**src/rtl/pong_line_ctrl.sv**
```systemverilog
module pong_line_ctrl #(
  parameter int TICK_DIV   = 5_000_000,
  parameter int NUM_LED    = 8,
  parameter int WIN_SCORE  = 11,
  parameter int SERVE_SWAP = 2,
  localparam int SW = $clog2(WIN_SCORE + 1)
) (
  input  logic               clk,
  input  logic               rst_n,
  input  logic               hit_a,
  input  logic               hit_b,
  input  logic               pickup,
  input  logic               clear,
  output logic [NUM_LED-1:0] ball_led,
  output logic               serve_a,
  output logic               serve_b,
  output logic [SW-1:0]      score_a,
  output logic [SW-1:0]      score_b,
  output logic               game_over
);
  localparam int TW = (TICK_DIV > 1) ? $clog2(TICK_DIV) : 1;
  localparam int PW = $clog2(NUM_LED + 2);
  localparam int CW = (SERVE_SWAP > 1) ? $clog2(SERVE_SWAP) : 1;
  localparam logic [PW-1:0] OFF_A = '0;
  localparam logic [PW-1:0] END_A = PW'(1);
  localparam logic [PW-1:0] END_B = PW'(NUM_LED);
  localparam logic [PW-1:0] OFF_B = PW'(NUM_LED + 1);
  localparam logic [SW-1:0] WIN   = SW'(WIN_SCORE);

  logic [TW-1:0] tick_cnt;
  logic [2:0]    sync_a, sync_b;
  logic [PW-1:0] pos;
  logic          up, live, ready, srv_b;
  logic [CW-1:0] srv_cnt;

  wire tick     = (tick_cnt == TW'(TICK_DIV - 1));
  wire ev_a     = sync_a[1] & ~sync_a[2];
  wire ev_b     = sync_b[1] & ~sync_b[2];
  wire a_ok     = ev_a && pos == END_A && (live || ready);
  wire b_ok     = ev_b && pos == END_B && (live || ready);
  wire up_n     = a_ok ? 1'b1 : (b_ok ? 1'b0 : up);
  wire moving   = live || a_ok || b_ok;
  wire [PW-1:0] step = up_n ? pos + 1'b1 : pos - 1'b1;
  wire advance  = moving && tick;
  wire lost_a   = advance && step == OFF_A;
  wire lost_b   = advance && step == OFF_B;
  wire point    = lost_a || lost_b;

  assign game_over = (score_a == WIN) || (score_b == WIN);
  assign serve_b   = srv_b;
  assign serve_a   = ~srv_b;

  for (genvar i = 0; i < NUM_LED; i++) begin : g_led
    assign ball_led[i] = (pos == PW'(i + 1));
  end

  always_ff @(posedge clk or negedge rst_n) begin
    if (!rst_n) begin
      tick_cnt <= '0;
      sync_a   <= '0;
      sync_b   <= '0;
    end else begin
      tick_cnt <= tick ? '0 : tick_cnt + 1'b1;
      sync_a   <= {sync_a[1:0], hit_a};
      sync_b   <= {sync_b[1:0], hit_b};
    end
  end

  always_ff @(posedge clk or negedge rst_n) begin
    if (!rst_n) begin
      pos     <= OFF_A;
      up      <= 1'b0;
      live    <= 1'b0;
      ready   <= 1'b0;
      srv_b   <= 1'b0;
      srv_cnt <= '0;
      score_a <= '0;
      score_b <= '0;
    end else if (clear) begin
      pos     <= OFF_A;
      up      <= 1'b0;
      live    <= 1'b0;
      ready   <= 1'b0;
      srv_b   <= 1'b0;
      srv_cnt <= '0;
      score_a <= '0;
      score_b <= '0;
    end else begin
      up <= up_n;
      if (pickup && !live && !game_over) begin
        pos   <= srv_b ? END_B : END_A;
        up    <= ~srv_b;
        ready <= 1'b1;
      end else begin
        if (a_ok || b_ok) begin
          live  <= 1'b1;
          ready <= 1'b0;
        end
        if (advance) begin
          pos <= step;
          if (point) live <= 1'b0;
        end
      end
      if (point && !game_over) begin
        if (lost_a) score_b <= score_b + 1'b1;
        if (lost_b) score_a <= score_a + 1'b1;
        if (srv_cnt == CW'(SERVE_SWAP - 1)) begin
          srv_cnt <= '0;
          srv_b   <= ~srv_b;
        end else begin
          srv_cnt <= srv_cnt + 1'b1;
        end
      end
    end
  end
endmodule

```
**config.mk**
```make
export PLATFORM = sky130hd
export DESIGN_NAME = pong_line_ctrl
export DESIGN_NICKNAME = d
export VERILOG_FILES = /design/src/rtl/pong_line_ctrl.sv
export SDC_FILE = /design/constraint.sdc
export NUM_CORES = 1
export LEC_CHECK = 0
export ABC_AREA = 1
export CORE_UTILIZATION = 50
export CTS_CLUSTER_DIAMETER = 50
export DETAILED_ROUTE_END_ITERATION = 7
export GPL_TIMING_DRIVEN = 0
export MAX_ROUTING_LAYER = met4
export PLACE_DENSITY = 0.74
export SYNTH_ARGS = -nofsm -noshare
export SYNTH_HDL_FRONTEND = slang
export SYNTH_SLANG_ARGS = --single-unit
```
**constraint.sdc**
```tcl
create_clock -name clk -period 2.63 [get_ports clk]
set_input_delay 0.3945 -clock clk [delete_from_list [all_inputs] [get_ports clk]]
set_output_delay 0.3945 -clock clk [all_outputs]
set_load 0.02 [all_outputs]
```
==> results of run 1 <==
[metrics by stage]
stage | total power, uW | setup TNS, ps
after floorplan | 851.4 | 0
after global placement | 904.1 | -6179
after detailed placement | 909.8 | 0
after CTS | 1367 | 0
after global routing | 1414 | 0
final | 1349 | 0
[synth_stat cells (2+ instances only)]
| library cell | number |
|---|---|
| dfrtp_1 | 46 |
| inv_1 | 55 |
| and3_1 | 2 |
| nand2_2 | 7 |
| nand3_1 | 29 |
| nand2_4 | 4 |
| nor2_2 | 5 |
| nand3_2 | 5 |
| o22ai_1 | 2 |
| nand3b_1 | 4 |
| nor2_4 | 5 |
| o21ai_0 | 11 |
| nor2_1 | 37 |
| nand4_1 | 5 |
| ha_1 | 7 |
| nor3_1 | 15 |
| nand2_1 | 61 |
| inv_2 | 2 |
| xor2_1 | 14 |
| a21oi_1 | 9 |
[layout make-up]
| cell class | instances | share of cell area |
|---|---|---|
| well taps | 70 | 0.02829 |
| flip-flops and latches | 46 | 0.3719 |
| plain buffers | 3 | 0.007276 |
| clock inverters | 3 | 0.007680 |
| multi-input cells | 230 | 0.4131 |
| repair buffers | 24 | 0.07922 |
| clock buffers | 5 | 0.02223 |
| inverters | 58 | 0.07033 |
[final timing paths]
path	slack (ps)	cells after the start	endpoint	startpoint
setup / recovery	180	5	ball_led[7]	pos[0]
hold / removal	40	1	pos[2]	rst_n
setup reg to reg	430	15	serve_b	pos[0]
hold reg to reg	360	0	sync_a[1]	sync_a[0]
max in group asynchronous	2080	2	tick_cnt[11]	rst_n
min in group clk	360	0	sync_a[1]	sync_a[0]
[critical path: stages (launching register included)]
cell and delay [ps]:
dfrtp_1 470, inv_1 240, ha_1 260, nand2_2 80
nor2_4 100, clkdlybuf4s50_1 600
[where the power goes]
part	internal, uW	switching, uW	leakage (uW)
Sequential	721	15.7	0.000606
Clock	190	265	0.0000408
Combinational	55.8	101	0.000948
Total	967	382	0.00159
[kinds of logic (layout without fill, tap and decap cells)]
group | count (synthesis) | in the layout | synth area share
AO/OA/AOI/OAI | 27 | 27 | 0.05670
AND/OR/NAND/NOR | 182 | 182 | 0.3435
buffers and inverters | 61 | 93 | 0.08997
flip-flops | 46 | 46 | 0.4311
XOR/XNOR | 14 | 14 | 0.04592
adder cells (fa/ha/maj) | 7 | 7 | 0.03280
[sequential cells by signal (all words and copies together) (netlist names)]
signal    flops
tick_cnt     23
pos           4
score_a       4
score_b       4
sync_a        3
sync_b        3
live          1
ready         1
serve_b       1
srv_cnt       1
up            1
[metal layers]
metal / track usage / vias up / wire length (um)
met5: - / - / 0
met4: 0.08595 / 0 / 87
met3: 0.04418 / 8 / 149
met2: 0.3223 / 34 / 2364
met1: 0.2814 / 1029 / 2544
li1: - / 1124 / -
==> impl_metrics.env, run 1 <==
export IMPL_drtIter0Drc=118
export IMPL_ctsHtreeMaxLevel=2
export IMPL_gp_congestion=0.8906
export IMPL_clkSlewWorstSetupHoldPaths_ps=90
export IMPL_yosys_warnings=0
export IMPL_timing_worst_setup_path_type="reg2out"
export IMPL_required_ps=2240
export IMPL_maxCapViolations=0
export IMPL_die_area_sq_mm=0.005636
export IMPL_grt_overflow=0
export IMPL_finClkSkew_ps=7.688
export IMPL_status="completed"
export IMPL_synth_edf_count=0
export IMPL_leakagePower_uw=0.001594
export IMPL_layout_setup_ws_ps=181.3
export IMPL_final_common_cell="nand2_1"
export IMPL_hold_class="in2async"
export IMPL_layout_common_cells="nand2_1, inv_1, dfrtp_1"
export IMPL_fin_cells=439
export IMPL_avgViaCountPerCell=5.000
export IMPL_ys_types=32
export IMPL_start_util=0.5195
export IMPL_antenna_found_initial=0
export IMPL_tritoncts="done"
export IMPL_synthFlopType="dfrtp_1"
export IMPL_clock_sinks=46
export IMPL_ios=25
export IMPL_clockBufferDepth=2
export IMPL_yosys_top_cells_area="dfrtp_1, nand2_1, inv_1, nand3_1, nor2_1"
export IMPL_grt_pass1_vias=2034
export IMPL_holdWs_ps=42.82
export IMPL_drc_errors=0
export IMPL_dp_slack_ps=435.9
export IMPL_synth_top_area_share=0.4311
export IMPL_cp_data_arrival_time_ps=2050
export IMPL_numCtsBuffers=5
export IMPL_drive_gt1_frac=0.1165
export IMPL_worst_slew_pin_slew_ps=504.5
export IMPL_chipHeight_um=75.08
export IMPL_post_synth_cell_area_avg_sq_um=7.923
export IMPL_clock_latency_ps=310
export IMPL_setup_viol_count_final=0
export IMPL_rows=26
export IMPL_final_area_sq_mm=0.003095
export IMPL_fmaxAchievable_mhz=408.4
export IMPL_vias=2195
export IMPL_cts_setup_buffers=0
export IMPL_cts_resized=0
export IMPL_place_area_sq_mm=0.003003
export IMPL_finalHoldViolations=0
export IMPL_timing_final_crit_share=0.9311
export IMPL_seq_area_sq_mm=0.001151
export IMPL_syn_to_final_growth_pct=15.93
export IMPL_dr_pass1_iters=4
export IMPL_slew_viol_final=0
export IMPL_yosysTopAreaCell="dfrtp_1"
export IMPL_worst_setup_path_end_kind="output pin"
export IMPL_final_util=0.6022
export IMPL_die_x_um=75.08
export IMPL_nets=381
export IMPL_p_per_area_mw_per_mm2=435.9
export IMPL_ys_seq_area_frac=0.4311
export IMPL_synth_area_sq_mm=0.002670
export IMPL_grt_max_degree=28
export IMPL_critPathLaunchType="flip-flop"
export IMPL_drt_wl_total_um=5146
export IMPL_wl_per_cell_um=11.72
export IMPL_gr_usage_all_layers=0.2137
export IMPL_postSynthCellCount=337
export IMPL_ys_ff_latch=46
export IMPL_grt_setup_unrepaired="false"
export IMPL_synthesis_nets=350
export IMPL_synthArstFlopShare=1.000
export IMPL_max_vdd_ir_drop_uv=330.0
export IMPL_max_slew_margin=0.6637
export IMPL_n_fill_cell=519
export IMPL_postCtsHoldBufs=0
export IMPL_fin_crit_ps=2449
export IMPL_ant_nets=0
export IMPL_dpl_hpwl_um=3954
export IMPL_cp_max_fo=8
export IMPL_dp_cells=431
export IMPL_grt_pass1_wl_um=8845
export IMPL_multi_input_area_sq_mm=0.001279
export IMPL_cts_root_buf="clkbuf_8"
export IMPL_antenna_cells=0
export IMPL_core_area_sq_mm=0.005140
export IMPL_portBuffers=23
Note: power is estimated with default switching activity, not from simulation.
==> run 2, diff against run 1 <==
--- a/config.mk
+++ b/config.mk
@@ -10,6 +10,7 @@
 export CTS_CLUSTER_DIAMETER = 50
 export DETAILED_ROUTE_END_ITERATION = 7
 export GPL_TIMING_DRIVEN = 0
+export HOLD_SLACK_MARGIN = 0.03
 export MAX_ROUTING_LAYER = met4
 export PLACE_DENSITY = 0.74
 export SYNTH_ARGS = -nofsm -noshare
==> results of run 2 <==
No change in the layout: final DEF, timing and power equal those of run 1.
==> run 3, diff against run 2 <==
--- a/config.mk
+++ b/config.mk
@@ -13,6 +13,7 @@
 export HOLD_SLACK_MARGIN = 0.03
 export MAX_ROUTING_LAYER = met4
 export PLACE_DENSITY = 0.74
+export SLEW_MARGIN = 20
 export SYNTH_ARGS = -nofsm -noshare
 export SYNTH_HDL_FRONTEND = slang
 export SYNTH_SLANG_ARGS = --single-unit
==> results of run 3 <==
No change in the layout: final DEF, timing and power equal those of run 1.
